$ cat src/rtl/i2c_evt_pkg.sv
package i2c_evt_pkg;

  typedef enum logic [2:0] {
    TRG_START    = 3'd0,
    TRG_REPSTART = 3'd1,
    TRG_STOP     = 3'd2,
    TRG_NOACK    = 3'd3,
    TRG_ADDR     = 3'd4,
    TRG_DATA     = 3'd5,
    TRG_ADDRDATA = 3'd6,
    TRG_NONE     = 3'd7
  } trigSel_t;

  typedef enum logic [1:0] {
    PH_IDLE  = 2'd0,
    PH_ADDR1 = 2'd1,
    PH_ADDR2 = 2'd2,
    PH_DATA  = 2'd3
  } phase_t;

  // strobes from control to datapath
  typedef struct packed {
    logic shiftBit;     // shift sampled SDA into the byte register
    logic latchHi;      // keep 10-bit prefix bits and R/W
    logic commit7;      // complete a 7-bit address
    logic commit10;     // complete a 10-bit address
    logic matchAdv;     // advance data pattern index
    logic matchRestart; // retry current byte as pattern byte 0
    logic matchClr;     // drop any partial data match
  } ctrlStrobe_t;

  localparam logic [4:0] TEN_BIT_PREFIX = 5'b11110;
  localparam int unsigned ACK_SLOT = 8;

endpackage

$ cat src/rtl/i2c_evt_dp.sv
module i2c_evt_dp
  import i2c_evt_pkg::*;
#(
  parameter int unsigned MAX_BYTES = 4,
  parameter int unsigned SYNC_STAGES = 2,
  localparam int unsigned CNT_W = $clog2(MAX_BYTES + 1),
  localparam int unsigned IDX_W = (MAX_BYTES > 1) ? $clog2(MAX_BYTES) : 1
) (
  input  logic                   clk,
  input  logic                   rstN,
  input  logic                   sclIn,
  input  logic                   sdaIn,
  input  logic [9:0]             addrVal,
  input  logic                   addrTen,
  input  logic                   rwCare,
  input  logic                   rwVal,
  input  logic [8*MAX_BYTES-1:0] dataPat,
  input  logic [CNT_W-1:0]       dataCnt,
  input  ctrlStrobe_t            strb,
  output logic                   evStart,
  output logic                   evStop,
  output logic                   sclRise,
  output logic                   sdaBit,
  output logic                   prefix10,
  output logic                   addrHit7,
  output logic                   addrHit10,
  output logic                   patHit,
  output logic                   patFull,
  output logic                   firstFull,
  output logic [9:0]             statAddr,
  output logic                   statRw,
  output logic                   statTen
);

  logic [SYNC_STAGES-1:0] sclSync, sdaSync;
  logic sclNow, sdaNow, sclPrev, sdaPrev;
  logic [7:0] shiftReg;
  logic [1:0] hiBits;
  logic rwHi;
  logic [IDX_W-1:0] matchCnt;
  logic [7:0] patByte [MAX_BYTES];
  logic cfgOk, firstHit;

  // synchronisers, idle-high reset so no false edge leaves reset
  always_ff @(posedge clk) begin
    if (!rstN) begin
      sclSync <= '1;
      sdaSync <= '1;
      sclPrev <= 1'b1;
      sdaPrev <= 1'b1;
    end else begin
      sclSync <= {sclSync[SYNC_STAGES-2:0], sclIn};
      sdaSync <= {sdaSync[SYNC_STAGES-2:0], sdaIn};
      sclPrev <= sclNow;
      sdaPrev <= sdaNow;
    end
  end

  assign sclNow  = sclSync[SYNC_STAGES-1];
  assign sdaNow  = sdaSync[SYNC_STAGES-1];
  assign evStart = sclNow & sclPrev & sdaPrev & ~sdaNow;
  assign evStop  = sclNow & sclPrev & ~sdaPrev & sdaNow;
  assign sclRise = sclNow & ~sclPrev;
  assign sdaBit  = sdaNow;

  // byte register and address parts
  always_ff @(posedge clk) begin
    if (!rstN) begin
      shiftReg <= '0;
      hiBits   <= '0;
      rwHi     <= 1'b0;
    end else begin
      if (strb.shiftBit) shiftReg <= {shiftReg[6:0], sdaNow};
      if (strb.latchHi) begin
        hiBits <= shiftReg[2:1];
        rwHi   <= shiftReg[0];
      end
    end
  end

  assign prefix10  = (shiftReg[7:3] == TEN_BIT_PREFIX);
  assign addrHit7  = !addrTen && (shiftReg[7:1] == addrVal[6:0]) &&
                     (!rwCare || (shiftReg[0] == rwVal));
  assign addrHit10 = addrTen && ({hiBits, shiftReg} == addrVal) &&
                     (!rwCare || (rwHi == rwVal));

  // status word
  always_ff @(posedge clk) begin
    if (!rstN) begin
      statAddr <= '0;
      statRw   <= 1'b0;
      statTen  <= 1'b0;
    end else if (strb.commit7) begin
      statAddr <= {3'b000, shiftReg[7:1]};
      statRw   <= shiftReg[0];
      statTen  <= 1'b0;
    end else if (strb.commit10) begin
      statAddr <= {hiBits, shiftReg};
      statRw   <= rwHi;
      statTen  <= 1'b1;
    end
  end

  // pattern bytes, byte 0 first on the bus
  for (genvar k = 0; k < MAX_BYTES; k++) begin : g_pat
    assign patByte[k] = dataPat[8*k +: 8];
  end

  assign cfgOk     = (dataCnt != '0) && (dataCnt <= CNT_W'(MAX_BYTES));
  assign patHit    = cfgOk && (shiftReg == patByte[matchCnt]);
  assign patFull   = patHit && ((CNT_W'(matchCnt) + CNT_W'(1)) == dataCnt);
  assign firstHit  = cfgOk && (shiftReg == patByte[0]);
  assign firstFull = firstHit && (dataCnt == CNT_W'(1));

  always_ff @(posedge clk) begin
    if (!rstN) begin
      matchCnt <= '0;
    end else if (strb.matchClr) begin
      matchCnt <= '0;
    end else if (strb.matchAdv) begin
      matchCnt <= matchCnt + IDX_W'(1);
    end else if (strb.matchRestart) begin
      matchCnt <= firstHit ? IDX_W'(1) : '0;
    end
  end

  AST_ABORT_CLEARS: assert property (@(posedge clk) disable iff (!rstN)
    (evStart || evStop) |=> (matchCnt == '0));

  AST_STATUS_HOLD: assert property (@(posedge clk) disable iff (!rstN)
    !(strb.commit7 || strb.commit10) |=> $stable(statAddr) && $stable(statTen));

  AST_START_NOT_SHIFT: assert property (@(posedge clk) disable iff (!rstN)
    (evStart || evStop) |-> !sclRise);

endmodule

$ cat src/rtl/i2c_evt_ctrl.sv
module i2c_evt_ctrl
  import i2c_evt_pkg::*;
(
  input  logic        clk,
  input  logic        rstN,
  input  logic [2:0]  trigSel,
  input  logic        evStart,
  input  logic        evStop,
  input  logic        sclRise,
  input  logic        sdaBit,
  input  logic        prefix10,
  input  logic        addrHit7,
  input  logic        addrHit10,
  input  logic        patHit,
  input  logic        patFull,
  input  logic        firstFull,
  output ctrlStrobe_t strb,
  output logic        trigPulse
);

  phase_t phase, phaseNext;
  logic [3:0] bitCnt, bitCntNext;
  logic busy, busyNext;
  logic addrOk, addrOkNext;
  logic fire;
  logic dataFire;

  assign dataFire = (trigSel == TRG_DATA) || ((trigSel == TRG_ADDRDATA) && addrOk);

  always_comb begin
    strb       = '0;
    fire       = 1'b0;
    phaseNext  = phase;
    bitCntNext = bitCnt;
    busyNext   = busy;
    addrOkNext = addrOk;
    if (evStart) begin
      fire = (trigSel == TRG_START) || ((trigSel == TRG_REPSTART) && busy);
      busyNext      = 1'b1;
      phaseNext     = PH_ADDR1;
      bitCntNext    = '0;
      addrOkNext    = 1'b0;
      strb.matchClr = 1'b1;
    end else if (evStop) begin
      fire          = (trigSel == TRG_STOP);
      busyNext      = 1'b0;
      phaseNext     = PH_IDLE;
      bitCntNext    = '0;
      addrOkNext    = 1'b0;
      strb.matchClr = 1'b1;
    end else if (sclRise && (phase != PH_IDLE)) begin
      if (bitCnt != 4'(ACK_SLOT)) begin
        strb.shiftBit = 1'b1;
        bitCntNext    = bitCnt + 4'd1;
      end else begin
        bitCntNext = '0;
        if (sdaBit && (trigSel == TRG_NOACK)) fire = 1'b1;
        unique case (phase)
          PH_ADDR1: begin
            if (prefix10) begin
              strb.latchHi = 1'b1;
              phaseNext    = PH_ADDR2;
            end else begin
              strb.commit7 = 1'b1;
              addrOkNext   = addrHit7;
              if (addrHit7 && (trigSel == TRG_ADDR)) fire = 1'b1;
              phaseNext    = PH_DATA;
            end
          end
          PH_ADDR2: begin
            strb.commit10 = 1'b1;
            addrOkNext    = addrHit10;
            if (addrHit10 && (trigSel == TRG_ADDR)) fire = 1'b1;
            phaseNext     = PH_DATA;
          end
          PH_DATA: begin
            if (patHit) begin
              if (patFull) begin
                if (dataFire) fire = 1'b1;
                strb.matchClr = 1'b1;
              end else begin
                strb.matchAdv = 1'b1;
              end
            end else if (firstFull) begin
              if (dataFire) fire = 1'b1;
              strb.matchClr = 1'b1;
            end else begin
              strb.matchRestart = 1'b1;
            end
          end
          default: ;
        endcase
      end
    end
  end

  always_ff @(posedge clk) begin
    if (!rstN) begin
      phase     <= PH_IDLE;
      bitCnt    <= '0;
      busy      <= 1'b0;
      addrOk    <= 1'b0;
      trigPulse <= 1'b0;
    end else begin
      phase     <= phaseNext;
      bitCnt    <= bitCntNext;
      busy      <= busyNext;
      addrOk    <= addrOkNext;
      trigPulse <= fire;
    end
  end

  AST_BITCNT_RANGE: assert property (@(posedge clk) disable iff (!rstN)
    bitCnt <= 4'(ACK_SLOT));

  AST_REP_NEEDS_BUSY: assert property (@(posedge clk) disable iff (!rstN)
    (evStart && (trigSel == TRG_REPSTART) && !busy) |=> !trigPulse);

  AST_STOP_TO_IDLE: assert property (@(posedge clk) disable iff (!rstN)
    evStop |=> (phase == PH_IDLE) && !busy);

  AST_SINGLE_PULSE: assert property (@(posedge clk) disable iff (!rstN)
    trigPulse |=> !trigPulse);

  AST_IDLE_NO_SHIFT: assert property (@(posedge clk) disable iff (!rstN)
    (phase == PH_IDLE) |-> !strb.shiftBit);

endmodule

$ cat src/rtl/i2c_evt_trig.sv
module i2c_evt_trig
  import i2c_evt_pkg::*;
#(
  parameter int unsigned MAX_BYTES = 4,
  localparam int unsigned CNT_W = $clog2(MAX_BYTES + 1)
) (
  input  logic                   clk,
  input  logic                   rstN,
  input  logic                   sclIn,
  input  logic                   sdaIn,
  input  logic [2:0]             trigSel,
  input  logic [9:0]             addrVal,
  input  logic                   addrTen,
  input  logic                   rwCare,
  input  logic                   rwVal,
  input  logic [8*MAX_BYTES-1:0] dataPat,
  input  logic [CNT_W-1:0]       dataCnt,
  output logic                   trigPulse,
  output logic [9:0]             statAddr,
  output logic                   statRw,
  output logic                   statTen
);

  ctrlStrobe_t strb;
  logic evStart, evStop, sclRise, sdaBit, prefix10;
  logic addrHit7, addrHit10, patHit, patFull, firstFull;

  i2c_evt_dp #(.MAX_BYTES(MAX_BYTES), .SYNC_STAGES(2)) dp_i (
    .clk(clk), .rstN(rstN), .sclIn(sclIn), .sdaIn(sdaIn),
    .addrVal(addrVal), .addrTen(addrTen), .rwCare(rwCare), .rwVal(rwVal),
    .dataPat(dataPat), .dataCnt(dataCnt), .strb(strb),
    .evStart(evStart), .evStop(evStop), .sclRise(sclRise), .sdaBit(sdaBit),
    .prefix10(prefix10), .addrHit7(addrHit7), .addrHit10(addrHit10),
    .patHit(patHit), .patFull(patFull), .firstFull(firstFull),
    .statAddr(statAddr), .statRw(statRw), .statTen(statTen)
  );

  i2c_evt_ctrl ctrl_i (
    .clk(clk), .rstN(rstN), .trigSel(trigSel),
    .evStart(evStart), .evStop(evStop), .sclRise(sclRise), .sdaBit(sdaBit),
    .prefix10(prefix10), .addrHit7(addrHit7), .addrHit10(addrHit10),
    .patHit(patHit), .patFull(patFull), .firstFull(firstFull),
    .strb(strb), .trigPulse(trigPulse)
  );

endmodule

$ cat config.mk
export PLATFORM = sky130hd
export DESIGN_NAME = i2c_evt_trig
export DESIGN_NICKNAME = d
export VERILOG_FILES = /design/src/rtl/i2c_evt_pkg.sv /design/src/rtl/i2c_evt_dp.sv /design/src/rtl/i2c_evt_ctrl.sv /design/src/rtl/i2c_evt_trig.sv
export SDC_FILE = /design/constraint.sdc
export NUM_CORES = 1
export LEC_CHECK = 0
export ABC_CLOCK_PERIOD_IN_PS = 2300
export BUFFER_PORTS_ARGS = -buffer_cell sky130_fd_sc_hd__buf_2
export CAP_MARGIN = 20
export CORE_ASPECT_RATIO = 1.2
export CORE_MARGIN = 1.5
export CORE_UTILIZATION = 40
export DETAILED_ROUTE_END_ITERATION = 8
export GPL_ROUTABILITY_DRIVEN = 0
export PLACE_DENSITY_LB_ADDON = 0.15
export REMOVE_ABC_BUFFERS = 1
export SLEW_MARGIN = 15
export SYNTH_ARGS = -nofsm -noshare
export SYNTH_HDL_FRONTEND = slang
export SYNTH_SLANG_ARGS = --single-unit
$ cat constraint.sdc
create_clock -name clk -period 2.3 [get_ports clk]
set_input_delay 0.23 -clock clk [delete_from_list [all_inputs] [get_ports clk]]
set_output_delay 0.23 -clock clk [all_outputs]
set_load 0.01 [all_outputs]
* After elaboration in Yosys (flattened, before gate mapping)
Index checks and enable logic that the tools add are counted.
** Word-level totals
- Input port bits :: 55
- Bits in registers :: 40
- Latch bits :: 0
- Output and inout port bits :: 13
- Bits in writable memories :: 0
- Memory bits (read-only) :: 0
- Memories :: 0
** Operators by class
- Equality and inequality tests :: 21
- Multiply operators :: 0
- $lt $le $gt $ge :: 2
- Shifts and indexed selects :: 0
- Bitwise logic cells :: 12
- Multiplexer cells :: 53
- Reduce and logical (&&, ||, !) cells :: 36
- Div/mod/pow operators :: 0
- Add/sub/neg operators :: 3
** Operators by type and width (count)
- $mux 1 :: 36
- $mux 7 :: 3
- $mux 6 :: 3
- $bmux 8 s2 :: 1
- $eq 8x8->1 :: 2
- $mux 8 :: 2
- $logic_and 1x1->1 :: 15
- $eq 10x10->1 :: 1
- $reduce_bool 2->1 :: 5
- $eq 3x3->1 const B :: 3
- $eq 7x7->1 :: 1
- $and 1x1->1 :: 6
- $eq 3x1->1 const B :: 2
- $eq 3x2->1 const B :: 2
- $mux 2 :: 3
- $reduce_and 3->1 :: 2
- $reduce_bool 3->1 :: 2
- $eq 5x5->1 const B :: 1
- $not 1->1 :: 5
- $add 4x1->4 const B :: 1
- $eq 2x2->1 const B :: 2
- $logic_or 1x1->1 :: 4
- $mux 4 :: 1
- $ne 4x4->1 const B :: 1
- other kinds (20) :: 23

* Logic depth before layout (Yosys ltp)
- Depth in word-level cells :: 16
- Depth in mapped cells :: 9

* By module
Synthesis repeated with hierarchy kept, for this count alone.
** Unflattened totals
- Cell total of the unflattened synthesis :: 302
- Area total of the unflattened synthesis :: 2678.8 sq um
** Modules (own cells, without submodules)
- i2c_evt_dp :: times used 1, sequential area each 620.6 sq um, cells each 219, area each 2015.7 sq um
- i2c_evt_ctrl :: times used 1, sequential area each 180.2 sq um, cells each 83, area each 663.1 sq um

* Worst setup path after synthesis
Ideal clock, no wire load.
- Kind :: register to register
- From :: register ctrl_i.phase[0]
- To :: register dp_i.statAddr[5]
- Stages on the path, launching flop included :: 10
- Setup slack :: 0.293 ns
- Required time :: 2.224 ns
- Period minus slack after synthesis :: 2.007 ns
- Data arrival time :: 1.931 ns
- Path through :: dfxtp_1 inv_1 ha_1 nor3b_2 nor3b_4 nand2_1 buf_2 o21ai_0 o21ai_0 a21boi_0
** Between the ends
- Longest elaborated chain between the ends :: 7
- Elaborated cells between the ends (all ways) :: 12
- Those cells by class :: eq/ne (2); mux (7); reduce/logical (3)
** RTL lines
- from (decl) :: line i2c_evt_ctrl.sv:21 : phase_t phase, phaseNext;
- from (signal assigned) :: line i2c_evt_ctrl.sv:105 : phase <= phaseNext;
- $eq 2x1->1 / $eq 2x2->1 (equally long branches) :: line i2c_evt_ctrl.sv:58 : unique case (phase)
- $mux 2 / $mux 1 (equally long branches) :: line i2c_evt_ctrl.sv:58
- $mux 6 :: line i2c_evt_ctrl.sv:52 : if (bitCnt != 4'(ACK_SLOT)) begin
- $mux 7 * :: line i2c_evt_ctrl.sv:51 : end else if (sclRise && (phase != PH_IDLE)) begin
- $mux 6 * :: line i2c_evt_ctrl.sv:44 : end else if (evStop) begin
- $mux 6 * :: line i2c_evt_ctrl.sv:37 : if (evStart) begin
- $mux 7 / $reduce_bool 2->1 (equally long branches)
- to (signal assigned) :: line i2c_evt_dp.sv:94 : statAddr <= {3'b000, shiftReg[7:1]};
- to (signal assigned) :: line i2c_evt_dp.sv:98 : statAddr <= {hiBits, shiftReg};
- to (decl) :: line i2c_evt_dp.sv:30 : output logic [9:0] statAddr,
Every way passes the cells marked *; elsewhere a longest branch is shown, timed or not.
A chain may end at the register's enable or synchronous reset.

* Worst setup path after layout
- From :: register dp_i.matchCnt[1]
- To :: register dp_i.matchCnt[0]
** Between the ends
- Longest elaborated chain between the ends :: 15
- Elaborated cells between the ends (all ways) :: 24
- Those cells by class :: add/sub (1); eq/ne (2); mux (16); bitwise (1); reduce/logical (4)
** RTL lines
- from (decl) :: line i2c_evt_dp.sv:40 : logic [IDX_W-1:0] matchCnt;
- from (signal assigned) :: line i2c_evt_dp.sv:121 : matchCnt <= matchCnt + IDX_W'(1);
- from (signal assigned) :: line i2c_evt_dp.sv:123 : matchCnt <= firstHit ? IDX_W'(1) : '0;
- $not 2->3 (implied by the code) :: line i2c_evt_dp.sv:110 : assign patHit = cfgOk && (shiftReg == patByte[matchCnt]);
- $bmux 8 s2 :: line i2c_evt_dp.sv:110
- $mux 8 (implied by the code) (2 in a row) :: line i2c_evt_dp.sv:110
- $eq 8x8->1 :: line i2c_evt_dp.sv:110
- $logic_and 1x1->1 :: line i2c_evt_dp.sv:110
- $logic_and 1x1->1 :: line i2c_evt_dp.sv:111 : assign patFull = patHit && ((CNT_W'(matchCnt) + CNT_W'(1)) == dataCnt);
- $mux 1 :: line i2c_evt_ctrl.sv:78 : if (patFull) begin
- $mux 1 :: line i2c_evt_ctrl.sv:77 : if (patHit) begin
- $mux 3 * :: line i2c_evt_ctrl.sv:58
- $mux 6 * :: line i2c_evt_ctrl.sv:52
- $mux 7 * :: line i2c_evt_ctrl.sv:51
- $mux 6 / $mux 1 (equally long branches) :: line i2c_evt_ctrl.sv:44
- $mux 6 / $mux 1 (equally long branches) :: line i2c_evt_ctrl.sv:37
- $mux 2, or another cell as far along :: line i2c_evt_dp.sv:120 : end else if (strb.matchAdv) begin
Every way passes the cells marked *; elsewhere a longest branch is shown, timed or not. The select of a mux whose other input is x is not followed.

==> impl_metrics.yaml <==
pwr:
  p_clk_share_pct: 40.0
  cellLeakagePower_nw: 1.457
  seq_power_share_pct: 48.9
  switching_share_pct: 23.49
  comb_power_share_pct: 11.1
  powerDensity_nw_per_um2: 444.9
  total_power_mw: 1.439
  p_switching_uw: 337.9
  vdd.ir_drop.worst_mv: 0.3413
  p_int_mw: 1.101
synth:
  synthesis.area_sq_um: 2653
  ys_seq_elements: 40
  yosysUniqueCellTypes: 44
  synth-seq-area-share_pct: 30.19
  synth.avg_cell_area_sq_um: 8.697
  yosys_warnings: 0
  synthCells: 305
route:
  drc_errors: 0
  dr.pass1.iters: 4
  drt_iter0_markers: 88
  via_per_inst: 5.255
  wl_mm: 6.950
  vias: 2428
  wl_per_cell_um: 15.04
  ant_nets: 0
timing:
  whs_ns: 0.1101
  finalCritPeriodShare_pct: 91.61
  worst_pin_slew_ns: 0.9901
  slew_viol_final: 0
  fmax_mhz: 474.6
  final.min_clock_period_ns: 2.107
  hold_violations: 0
  skew_ns: 0.008270
  setup_viol: 0
  rsz0062_at_grt: "no"
  relSlewSlack_pct: 33.55
cells_and_area:
  diodes: 0
  regArea_sq_um: 802.0
  multi_input_area_sq_um: 1735
  finalNetCount: 438
  layout_commonest_cell: "buf_2"
  finish.utilization_pct: 50.47
  stdcell_area_sq_um: 3233
  area_growth_pct: 21.89
  drive_above_1_share_pct: 25.99
  final_cell_mix: "buf_2, dfxtp_1, xor2_1"
  fill_cells: 637
die:
  die_area_sq_um: 7131
  initial_core_util_pct: 41.41
  die_w_um: 77.34
  io_pins: 68
  row_count: 32
  fp.coreArea_sq_um: 6406
  die_h_um: 92.21
clock_network:
  cts_htree_levels: 2
  cts_sinks: 40
  cts_hold_buf: 0
  clk_pin_slew_ns: 0.08
  cts_tree: "yes"
  clockBufferDepth: 2
  root_buffer: "clkbuf_8"
  cts_buffers: 5
  clkLatencyLatePin_ns: 0.30
grt:
  grt_max_degree: 31
  met2_usage_pct: 32.75
  antenna_found_initial: 0
  overflow: 0
  grt_pass1_vias: 2264
  grt_first_pass_wirelength_mm: 11.03
  track_usage_pct: 19.53
  grtUsageMet1_pct: 25.30
  busiest_layer: "met2"
  use_met3_pct: 3.881
critical_path:
  arrival_ns: 2.33
  critPathMaxStageDelay_ns: 0.46
  critPathLaunchType: "flop"
  critical_path_buf_inv_count: 1
  crit_slowest_cell: "dfxtp_1"
  crit_family: "compound AO/OA/AOI/OAI gates"
  critical_path_class: "reg2reg"
  cp.required_ns: 2.53
  crit_path_max_fanout: 6
  crit_path_end_kind: "flop"
  cp_cell_sequence: "buf_4, mux2i_1, xnor2_1, or3_4, a221oi_4, a32oi_1, o2bb2ai_1"
place:
  dpl_cell_area_sq_um: 3100
  portBuffers: 67
  dp_hpwl_mm: 5.306
status:
  status: "completed"
flow_run:
  cap_violations: 0
hold_path:
  hp-class: "in2reg"
## flip-flops by register name, summed over array words and instances, names as in the netlist
| name | cells |
|---|---|
| ctrl_i.trigPulse | 1 |
| dp_i.statTen | 1 |
| dp_i.matchCnt | 2 |
| dp_i.sdaSync | 2 |
| ctrl_i.addrOk | 1 |
| dp_i.statAddr | 10 |
| dp_i.statRw | 1 |
| ctrl_i.phase | 2 |
| ctrl_i.busy | 1 |
| dp_i.sclPrev | 1 |
| dp_i.hiBits | 2 |
| dp_i.sdaPrev | 1 |
| dp_i.shiftReg | 8 |
| ctrl_i.bitCnt | 4 |
| dp_i.rwHi | 1 |
| dp_i.sclSync | 2 |
## Yosys cell counts
cell	number	area (sq um)
dfxtp_1	40	800.8
xor2_1	33	289.0
nand2_1	28	105.1
nand3_1	22	110.1
o21ai_0	17	85.08
mux2i_1	15	150.1
a21oi_1	14	70.07
xnor2_1	13	113.9
nor2_1	12	45.04
nor2b_1	11	68.82
clkbuf_1	10	37.54
nand2b_1	9	56.30
ha_1	7	87.58
inv_1	7	26.28
nor4_1	7	43.79
buf_2	6	30.03
nor3_1	6	30.03
o211a_1	6	60.06
a21boi_0	5	37.54
mux4_1	4	105.1
nand4_1	4	25.02
a31oi_1	3	18.77
and2_1	2	12.51
nor3b_1	2	15.01
o21a_1	2	15.01
o21ai_1	2	10.01
a211o_2	1	10.01
a221oi_4	1	26.28
a32oi_1	1	8.760
and3_1	1	6.260
and3b_1	1	8.760
and4_1	1	8.760
and4b_1	1	10.01
buf_12	1	20.02
buf_6	1	11.26
nand4b_1	1	8.760
nand4bb_1	1	11.26
nor3b_2	1	12.51
nor3b_4	1	18.77
o211ai_1	1	7.510
o2bb2ai_1	1	8.760
o31a_1	1	8.760
or3_1	1	6.260
or3_4	1	11.26
## what timing repair did
action                                  4_1_cts  5_1_grt
hold endpoints to repair                      0        0
endpoints found under the setup margin        0        7
buffers inserted                              0        1
gates resized for setup                       0        4
## metrics by stage
step | std cells | setup WS (ns) | setup TNS, ns
6_report | 462 | 0.1929 | 0
5_1_grt | 462 | 0.04968 | 0
4_1_cts | 461 | 0.1125 | 0
3_5_place_dp | 453 | 0.1202 | 0
3_3_place_gp | 453 | 0.1292 | 0
2_1_floorplan | 287 | -0.09172 | -0.1571
## layer usage
metal  wire length [um]  part of all wire [%]
met4                 70                   1.0
met3                391                   5.6
met1               3269                    47
met5                  0                     0
met2               3219                    46
## cells by family after synthesis
kind of cell,Yosys count,share of synthesized area [%]
simple gates,113,23.16
compound gates,55,13.82
xor+xnor,46,15.19
flops,40,30.19
buf+inv,25,4.717
mux,19,9.622
fa+ha+maj,7,3.302
## path summary, 6_finish.rpt
| path | endpoint | startpoint | depth (start not counted) | slack (ns) |
|---|---|---|---|---|
| worst min register to register | dp_i.sdaSync[1] | dp_i.sdaSync[0] | 1 | 0.41 |
| worst max register to register | dp_i.matchCnt[0] | dp_i.matchCnt[1] | 7 | 0.19 |
| worst max-delay path | dp_i.matchCnt[0] | dp_i.matchCnt[1] | 7 | 0.19 |
| worst min-delay path | dp_i.sdaSync[0] | sdaIn | 2 | 0.11 |
## power by group through the flow
| stage | combinational (mW) | clock (mW) | sequential, mW |
|---|---|---|---|
| 2_1_floorplan | 0.0768 | 0 | 0.718 |
| 3_3_place_gp | 0.158 | 0 | 0.719 |
| 3_5_place_dp | 0.159 | 0 | 0.720 |
| 4_1_cts | 0.161 | 0.585 | 0.703 |
| 5_1_grt | 0.175 | 0.611 | 0.704 |
| 6_report | 0.160 | 0.575 | 0.703 |
## final cells by class
cell class	count	share of cell area, %
inverter	7	0.8127
timing repair buffer	82	13.97
clock buffer	5	2.128
clock inverter	3	1.316
sequential	40	24.81
tap	85	3.289
multi-input combinational	240	53.68
Power figures use the tool's default switching activity.
